File: src/rtl/bac_pkg.sv
package bac_pkg;
    localparam int unsigned BEAT_W = 2;

    typedef enum logic [1:0] {
        ST_IDLE = 2'd0,
        ST_RUN  = 2'd1,
        ST_HOLD = 2'd2
    } bac_state_e;

    typedef enum logic [1:0] {
        CMD_NONE  = 2'd0,
        CMD_LOAD  = 2'd1,
        CMD_ADV   = 2'd2,
        CMD_BLOCK = 2'd3
    } bac_cmd_e;
endpackage

File: src/rtl/bac_cmd_decode.sv
module bac_cmd_decode
    import bac_pkg::*;
(
    input  logic     proc_stb_n,
    input  logic     ctrl_stb_n,
    input  logic     adv_n,
    input  logic     ce_n,
    input  logic     ce,
    output bac_cmd_e cmd,
    output logic     from_ctrl
);
    logic selected;
    logic any_stb;

    always_comb begin
        selected  = !ce_n && ce;
        any_stb   = !proc_stb_n || !ctrl_stb_n;
        // processor strobe has priority; controller is the source only when alone
        from_ctrl = proc_stb_n;
        if (any_stb) begin
            cmd = selected ? CMD_LOAD : CMD_BLOCK;
        end else if (!adv_n) begin
            cmd = CMD_ADV;
        end else begin
            cmd = CMD_NONE;
        end
    end
endmodule

File: src/rtl/bac_order.sv
module bac_order
    import bac_pkg::*;
(
    input  logic [BEAT_W-1:0] start,
    input  logic [BEAT_W-1:0] beat,
    input  logic              interleave,
    output logic [BEAT_W-1:0] low
);
    logic [BEAT_W-1:0] lin_low;
    logic [BEAT_W-1:0] ilv_low;

    always_comb begin
        lin_low = start + beat;
        ilv_low = start ^ beat;
        low     = interleave ? ilv_low : lin_low;
    end
endmodule

File: src/rtl/bac_fsm.sv
module bac_fsm
    import bac_pkg::*;
#(
    parameter int unsigned ADDR_W = 8
) (
    input  logic              clk,
    input  logic              rst_n,
    input  bac_cmd_e          cmd,
    input  logic              from_ctrl,
    input  logic [ADDR_W-1:0] addr_i,
    output logic [ADDR_W-1:0] base,
    output logic [BEAT_W-1:0] beat,
    output logic              src,
    output logic              active
);
    bac_state_e state_q;
    bac_state_e state_d;

    // state register
    always_ff @(posedge clk or negedge rst_n) begin
        if (!rst_n) begin
            state_q <= ST_IDLE;
        end else begin
            state_q <= state_d;
        end
    end

    // transitions
    always_comb begin
        state_d = state_q;
        unique case (state_q)
            ST_IDLE: begin
                if (cmd == CMD_LOAD) state_d = ST_RUN;
            end
            ST_RUN, ST_HOLD: begin
                unique case (cmd)
                    CMD_LOAD, CMD_ADV: state_d = ST_RUN;
                    CMD_NONE:          state_d = ST_HOLD;
                    CMD_BLOCK:         state_d = state_q;
                endcase
            end
            default: state_d = ST_IDLE;
        endcase
    end

    // outputs
    always_comb begin
        active = (state_q != ST_IDLE);
    end

    // address and beat registers
    always_ff @(posedge clk or negedge rst_n) begin
        if (!rst_n) begin
            base <= '0;
            beat <= '0;
            src  <= 1'b0;
        end else if (cmd == CMD_LOAD) begin
            base <= addr_i;
            beat <= '0;
            src  <= from_ctrl;
        end else if (cmd == CMD_ADV && state_q != ST_IDLE) begin
            beat <= beat + BEAT_W'(1);
        end
    end

    a_r2_load_activates: assert property (@(posedge clk) disable iff (!rst_n)
        (cmd == CMD_LOAD) |=> (active && beat == '0));

    a_r7_suspend_holds: assert property (@(posedge clk) disable iff (!rst_n)
        (cmd == CMD_NONE) |=> ($stable(beat) && $stable(base)));

    a_r8_base_stable: assert property (@(posedge clk) disable iff (!rst_n)
        (cmd != CMD_LOAD) |=> $stable(base));

    a_r6_beat_steps: assert property (@(posedge clk) disable iff (!rst_n)
        (cmd == CMD_ADV && active) |=> (beat == $past(beat) + BEAT_W'(1)));

    a_r10_idle_adv: assert property (@(posedge clk) disable iff (!rst_n)
        (!active && cmd != CMD_LOAD) |=> !active);
endmodule

File: src/rtl/burst_addr_gen.sv
module burst_addr_gen
    import bac_pkg::*;
#(
    parameter int unsigned ADDR_W = 8
) (
    input  logic              clk,
    input  logic              rst_n,
    input  logic              proc_stb_n,
    input  logic              ctrl_stb_n,
    input  logic              adv_n,
    input  logic              ce_n,
    input  logic              ce,
    input  logic              interleave_i,
    input  logic [ADDR_W-1:0] addr_i,
    output logic [ADDR_W-1:0] addr_o,
    output logic              active_o,
    output logic              src_o
);
    localparam int unsigned UPPER_W = ADDR_W - BEAT_W;

    bac_cmd_e          cmd;
    logic              from_ctrl;
    logic [ADDR_W-1:0] base;
    logic [BEAT_W-1:0] beat;
    logic [BEAT_W-1:0] low;

    bac_cmd_decode u_dec (
        .proc_stb_n (proc_stb_n),
        .ctrl_stb_n (ctrl_stb_n),
        .adv_n      (adv_n),
        .ce_n       (ce_n),
        .ce         (ce),
        .cmd        (cmd),
        .from_ctrl  (from_ctrl)
    );

    bac_fsm #(.ADDR_W(ADDR_W)) u_fsm (
        .clk       (clk),
        .rst_n     (rst_n),
        .cmd       (cmd),
        .from_ctrl (from_ctrl),
        .addr_i    (addr_i),
        .base      (base),
        .beat      (beat),
        .src       (src_o),
        .active    (active_o)
    );

    bac_order u_ord (
        .start      (base[BEAT_W-1:0]),
        .beat       (beat),
        .interleave (interleave_i),
        .low        (low)
    );

    always_comb begin
        addr_o = {base[ADDR_W-1:BEAT_W], low};
    end

    a_r9_deselect_ignored: assert property (@(posedge clk) disable iff (!rst_n)
        ((!proc_stb_n || !ctrl_stb_n) && !(!ce_n && ce))
        |=> ($stable(addr_o) && $stable(active_o) && $stable(src_o)));

    a_r3_proc_priority: assert property (@(posedge clk) disable iff (!rst_n)
        (!proc_stb_n && !ctrl_stb_n && !ce_n && ce) |=> !src_o);

    a_r4_linear_step: assert property (@(posedge clk) disable iff (!rst_n)
        (active_o && proc_stb_n && ctrl_stb_n && !adv_n && !interleave_i)
        |=> (interleave_i || addr_o[BEAT_W-1:0] == $past(addr_o[BEAT_W-1:0]) + BEAT_W'(1)));

    a_r8_upper_kept: assert property (@(posedge clk) disable iff (!rst_n)
        (proc_stb_n && ctrl_stb_n)
        |=> (addr_o[ADDR_W-1:BEAT_W] == $past(addr_o[ADDR_W-1:BEAT_W])));

    if (UPPER_W < 1) begin : g_width_check
        initial $error("ADDR_W must exceed the beat width");
    end
endmodule

File: config.mk
export PLATFORM = sky130hd
export DESIGN_NAME = burst_addr_gen
export DESIGN_NICKNAME = d
export VERILOG_FILES = /design/src/rtl/bac_pkg.sv /design/src/rtl/bac_cmd_decode.sv /design/src/rtl/bac_order.sv /design/src/rtl/bac_fsm.sv /design/src/rtl/burst_addr_gen.sv
export SDC_FILE = /design/constraint.sdc
export NUM_CORES = 1
export LEC_CHECK = 0
export BUFFER_PORTS_ARGS = -buffer_cell sky130_fd_sc_hd__buf_2
export CAP_MARGIN = 15
export CORE_UTILIZATION = 24
export DETAILED_ROUTE_END_ITERATION = 12
export GPL_TIMING_DRIVEN = 1
export PLACE_DENSITY_LB_ADDON = 0.3
export SLEW_MARGIN = 5
export SYNTH_ARGS = -nofsm -noshare
export SYNTH_HDL_FRONTEND = slang
export SYNTH_SLANG_ARGS = --single-unit
File: constraint.sdc
create_clock -name clk -period 1.6 [get_ports clk]
set_clock_uncertainty 0.05 [all_clocks]
set_input_delay 0 -clock clk [delete_from_list [all_inputs] [get_ports clk]]
set_output_delay 0 -clock clk [all_outputs]
set_load 0.05 [all_outputs]
Yosys cells after proc, flatten, opt, wreduce, memory -nomap -nowiden

Cells that the tools add are included.

Output and inout bits: 10
Flip-flop bits (word level): 13
Bits of input ports: 16

Add/sub/neg operators: 2
Bitwise logic cells: 1
Reductions and logical operators: 13
Equality and inequality tests: 7
Mux-type cells: 9

Operators by type and width:

| operator                                                        | number |
|---|---|
| 2-bit 2-to-1 mux                                                | 7 |
| 2-bit one-hot mux with 2 select lines                           | 2 |
| 2-bit == test, second input constant                            | 3 |
| 2-bit by 1-bit == test with 1-bit output, second input constant | 2 |
| 2-bit zero test                                                 | 2 |
| 2-bit nonzero test                                              | 2 |
| 2-bit OR reduction                                              | 2 |
| 1-bit zero test                                                 | 3 |
| 2-bit by 1-bit adder with 2-bit output, second input constant   | 1 |
| 2-bit adder                                                     | 1 |
| 1-bit logical AND                                               | 2 |
| 2-bit by 1-bit != test with 1-bit output, second input constant | 1 |
| 2-bit != test, second input constant                            | 1 |
| 2-bit AND reduction                                             | 1 |
| 2-bit XOR                                                       | 1 |
| 1-bit logical OR                                                | 1 |

Longest topological paths before layout

Depth after elaboration: 8
Mapped depth: 5
Mapped depth without buffers: 5

Cells and area by module

From an unflattened synthesis, not the netlist that was laid out.

Cells, all modules: 60
Area, all modules: 738.2 µm²

By module, submodules not included:

| module         | times used | cells an instance | area an instance (µm²) |
|---|---|---|---|
| bac_fsm        | 1          | 51                | 664.4 |
| bac_cmd_decode | 1          | 5                 | 37.5 |
| bac_order      | 1          | 4                 | 36.3 |

Least setup slack after synthesis

No wires, ideal clock.

Path type: register -> output
From: register u_fsm.beat[0]
To: output addr_o[1]
Stages on the path, launching flop included: 4
Slack: 63 ps
Data arrival time: 1,487 ps
Required time: 1,550 ps
Cell sequence: dfrtp_1 > ha_1 > nor2b_1 > xnor2_1

Cells in the longest elaborated chain, start to end: 2

Ends and longest elaborated chain:

| element                  | line                 | text |
|---|---|---|
| start: declaration       | bac_fsm.sv:12        | `output logic [BEAT_W-1:0] beat,` |
| start signal: assignment | bac_fsm.sv:62        | `beat <= beat + BEAT_W'(1);` |
| 2-bit adder              | bac_order.sv:13      | `lin_low = start + beat;` |
| 2-bit 2-to-1 mux         | bac_order.sv:15      | `low = interleave ? ilv_low : lin_low;` |
| end: declaration         | burst_addr_gen.sv:15 | `output logic [ADDR_W-1:0] addr_o,` |

No other way between the ends.

Worst setup path in the final report

From: input proc_stb_n
To: register u_fsm.base[0]

Cells in the longest elaborated chain, start to end: 4

Ends and longest elaborated chain:

| element                                  | line                 | text |
|---|---|---|
| start: declaration                       | burst_addr_gen.sv:8  | `input logic proc_stb_n,` |
| 1-bit zero test                          | bac_cmd_decode.sv:17 | `any_stb = !proc_stb_n \|\| !ctrl_stb_n;` |
| 1-bit logical OR                         | bac_cmd_decode.sv:17 |  |
| 2-bit 2-to-1 mux                         | bac_cmd_decode.sv:20 | `if (any_stb) begin` |
| 2-bit by 1-bit == test with 1-bit output | bac_fsm.sv:57        | `end else if (cmd == CMD_LOAD) begin` |
| end signal: assignment                   | bac_fsm.sv:58        | `base <= addr_i;` |
| end: declaration                         | bac_fsm.sv:11        | `output logic [ADDR_W-1:0] base,` |

No other way between the ends.
A chain may end at the register's enable or synchronous reset.

==> impl_table.tex <==
\begin{tabular}{lr}
\hline
Metric & Value \\
\hline
\multicolumn{2}{l}{\textbf{Route}} \\
\quad Number of design-rule violations left by the first detailed-router iteration & 7 \\
\quad Pre-Repair DR Iteration Count & 4 \\
\quad Vias post-DR & 516 \\
\quad Post-route DRC violation count & 0 \\
\quad Vias per cell & 4.20 \\
\quad Total wirelength of the detailed-routed design & 1.35 mm \\
\quad Number of antenna-violating nets in the routed design & 0 \\
\quad Detailed-route wire length per cell & 11.0 um \\
\multicolumn{2}{l}{\textbf{Die}} \\
\quad Horizontal die dimension & 56.4 um \\
\quad Total die area & 3180 sq um \\
\quad Chip height & 56.4 um \\
\quad Top-Level Pins & 26 \\
\quad Initial core utilization & 0.256 \\
\quad Core box area & 2780 sq um \\
\quad Row cnt & 19 \\
\multicolumn{2}{l}{\textbf{Placed design}} \\
\quad Post-place setup slack & 154 ps \\
\quad Placer congestion estimate & 0.708 \\
\quad Input/output buffers & 25 \\
\multicolumn{2}{l}{\textbf{Min path}} \\
\quad Worst min-delay path endpoint & u\_fsm.src\$\_DFFE\_PN0N\_ \\
\quad Hold Path Depth & 3 \\
\quad Hold crit path type & primary input to register \\
\quad Hold path startpoint & ctrl\_stb\_n \\
\multicolumn{2}{l}{\textbf{Power}} \\
\quad Worst voltage drop across the vdd grid & around 770 uV \\
\quad Internal cell power & 740 uW \\
\quad Combinational share of power & 0.508 \\
\quad Part of the power in registers & 0.341 \\
\quad Net Sw Power & 559 uW \\
\quad Clock network fraction of total power & 0.151 \\
\quad Power Dens Cells & approximately 1400 nW/um\^{}2 \\
\quad Standby leakage power & $\sim$0.47 nW \\
\quad Sw Share & 0.430 \\
\quad Total power of the final layout & 1.30 mW \\
\multicolumn{2}{l}{\textbf{Yosys}} \\
\quad Post-synthesis area per instance & about 12 sq um \\
\quad Number of warnings issued by yosys & 0 \\
\quad Post-synth net total & between 70 and 80 \\
\quad Sequential element share of the synthesized area & 0.458 \\
\quad Most used flip-flop cell after synthesis & sky130\_fd\_sc\_hd\_\_dfrtp\_1 \\
\quad Most frequently used cell type in the post-synthesis netlist & sky130\_fd\_sc\_hd\_\_dfrtp\_1 \\
\quad EDFF count, synth & 0 \\
\quad Leading post-synthesis cells by cell area & sky130\_fd\_sc\_hd\_\_dfrtp\_1 46\%, sky130\_fd\_sc\_hd\_\_mux2\_4 15\%, sky130\_fd\_sc\_hd\_\_buf\_4 6.3\% \\
\quad Fraction of post-synthesis cell area in the top cell type by area & 0.458 \\
\quad Flop and latch count out of synthesis & 13 \\
\quad Synthesized instance count & 59 \\
\quad Commonest cells in the synthesized netlist & 13 x sky130\_fd\_sc\_hd\_\_dfrtp\_1, 7 x sky130\_fd\_sc\_hd\_\_mux2\_4, 6 x sky130\_fd\_sc\_hd\_\_buf\_4 \\
\quad Cell Area, Synth & 711 sq um \\
\quad Number of distinct library cell variants in the gate-level netlist after synthesis & 25 \\
\quad FFs w/ async S/R, synth & 1.00 \\
\quad Yosys top cell by area & sky130\_fd\_sc\_hd\_\_dfrtp\_1 \\
\multicolumn{2}{l}{\textbf{Timing}} \\
\quad Final Hold Slack & between 60 and 70 ps \\
\quad Final number of hold-violating endpoints & 0 \\
\quad Total setup violations reported at the end of the flow & 0 \\
\quad Setup tns final & 0 ps \\
\quad Share of the clock period used by the worst path after layout & 0.921 \\
\quad Fmax & 679 MHz \\
\quad Count of final max-slew check failures & 0 \\
\quad Slew headroom & 0.724 \\
\quad Time the final worst path needs with I/O delays and setup & 1470 ps \\
\quad Transition at the pin with the smallest max-transition slack & 414 ps \\
\quad Worst-case setup margin in the final layout & 127 ps \\
\quad RSZ-0062 raised after global routing & false \\
\multicolumn{2}{l}{\textbf{Clock tree}} \\
\quad CTS Buffer Depth & 2 \\
\quad Number of CTS-inserted buffers & 3 \\
\quad Clock slew at the register clock pins of the worst setup and hold paths & 80 ps \\
\quad Level count of the clock H-tree & 1 \\
\quad Number of sinks driven by the clock tree & 13 \\
\quad Later-pin clock latency in the skew report & 270 ps \\
\quad Post-CTS Setup Inserts & 0 \\
\quad Buffer cell driving the clock tree root & sky130\_fd\_sc\_hd\_\_clkbuf\_4 \\
\quad TritonCTS clock tree & done \\
\multicolumn{2}{l}{\textbf{Final layout}} \\
\quad End-of-flow core utilization & 0.343 \\
\quad Area grow syn2layout & 34.3\% \\
\quad Diodes inserted & 0 \\
\quad Share of final-layout standard cells stronger than drive strength 1 & 0.413 \\
\quad Post-layout nets & about 110 \\
\multicolumn{2}{l}{\textbf{Worst setup path}} \\
\quad Type of the setup path with the least slack & primary input to register \\
\quad Number of cell instances on the worst register-to-register path & 5 \\
\quad Cell type group with the largest total delay on the critical path & buffers and inverters \\
\quad Kind of end point of the critical path & register \\
\quad Max incr delay on CP & 530 ps \\
\quad Category of the worst setup path launch point & primary input \\
\quad Worst Path Max Fanout & 7 \\
\quad Slowest stage cell on the critical path & sky130\_fd\_sc\_hd\_\_dlygate4sd3\_1 \\
\quad WP data required & 1710 ps \\
\quad R2R setup slack & between 100 and 150 ps \\
\quad Worst path buffer plus inverter count & 2 \\
\quad Sequence of cells on the critical path & dlygate4sd3\_1 > buf\_2 > and2\_4 > or2\_1 > mux2\_4 \\
\quad RR Startpoint & u\_fsm.state\_q[0]\$\_DFFE\_PN0P\_ \\
\quad Stages on the worst setup path & 5 \\
\quad Worst reg2reg path endpoint & u\_fsm.beat[1]\$\_DFFE\_PN0P\_ \\
\quad Arrival time of the worst setup path & 1580 ps \\
\multicolumn{2}{l}{\textbf{GRT}} \\
\quad Final global-route overflow total & 0 \\
\quad First-pass GRT wire length & 2.28 mm \\
\quad Largest net degree at the start of global routing & 14 \\
\quad GRT Total Usage & 0.0957 \\
\quad Number of antenna violations at the first check in global routing & 0 \\
\quad Number of global-route vias before repair & $\sim$500 \\
\multicolumn{2}{l}{\textbf{Flow run}} \\
\quad Max-cap violation count & 0 \\
\multicolumn{2}{l}{\textbf{Outcome}} \\
\quad Status & finished clean \\
\hline
\end{tabular}
-- power by group through the flow --
stage	registers [mW]	logic, mW	clock network [mW]
2_1_floorplan	0.456	0.538	0
3_3_place_gp	0.448	0.624	0
3_5_place_dp	0.450	0.641	0
4_1_cts	0.444	0.665	0.209
5_1_grt	0.452	0.713	0.231
6_report	0.443	0.659	0.197
-- state kept, by name, summed over array words and instances, names as in the netlist --
register and flops:
u_fsm.state_q 2, u_fsm.base 8, u_fsm.src 1, u_fsm.beat 2
-- worst reg2reg max path: stages, from the launching register on --
cell and delay (ps):
sky130_fd_sc_hd__dfrtp_1 350, sky130_fd_sc_hd__inv_1 60, sky130_fd_sc_hd__ha_1 220, sky130_fd_sc_hd__nand4bb_1 240, sky130_fd_sc_hd__or3_1 330, sky130_fd_sc_hd__a21oi_1 140
-- cell type report --
class	instances	area, sq um
clock buffers	4	26.3
fillers	285	1830
inverters	4	15.0
multi-input cells	35	314
flip-flops and latches	13	325
well taps	31	38.8
repair buffers	36	235
-- placed cells by master, fill, tap and decap left out, drive strengths merged --
master,synthesis,final
nor2b,2,2
nor2,2,2
inv,4,4
buf,7,25
xnor2,2,2
nand4,1,1
nand2b,2,2
o21ai,2,2
nand4bb,1,1
or3,1,1
o22a,1,1
mux2i,1,1
nand3,1,1
o22ai,1,1
and2,1,1
a21boi,1,1
a2bb2oi,1,1
dfrtp,13,13
dlygate4sd3,0,11
a21oi,2,2
nand2,1,1
or2,1,1
ha,3,3
clkbuf,0,4
mux2,8,8
-- layer usage --
metal | track usage | share of wire
met1 | 0.111 | 0.44
met2 | 0.153 | 0.49
met3 | 0.0484 | 0.066
met4 | 0.0314 | 0.0074
met5 | 0 | 0
-- kinds of logic (layout without fill, tap and decap cells) --
group / Yosys count / after routing / synth area share
simple gates: 13 / 13 / 0.113
flops: 13 / 13 / 0.458
xor+xnor: 2 / 2 / 0.0247
mux: 9 / 9 / 0.178
buf+inv: 11 / 44 / 0.100
fa+ha+maj: 3 / 3 / 0.0528
compound gates: 8 / 8 / 0.0740
-- metrics by stage --
step,cells,area [sq um]
6_report,123,955
5_1_grt,123,955
4_1_cts,123,955
3_5_place_dp,108,818
3_3_place_gp,108,818
2_1_floorplan,59,711
-- what timing repair did --
item                      CTS  global route
gates resized for setup     0             0
hold endpoints to repair   23             0
hold buffers               11             0
-- how the worst max path moves through the flow --
stage	from	end	slack (ps)
after floorplan	u_fsm.beat[0]$_DFFE_PN0P_	addr_o[1]	60
after global placement	u_fsm.state_q[0]$_DFFE_PN0P_	u_fsm.beat[1]$_DFFE_PN0P_	200
after detailed placement	u_fsm.state_q[0]$_DFFE_PN0P_	u_fsm.beat[1]$_DFFE_PN0P_	150
after CTS	proc_stb_n	u_fsm.base[2]$_DFFE_PN0N_	130
after global routing	u_fsm.state_q[0]$_DFFE_PN0P_	u_fsm.beat[1]$_DFFE_PN0P_	70
final	proc_stb_n	u_fsm.base[0]$_DFFE_PN0N_	130
No activity file was read; power rests on OpenSTA's default activity.
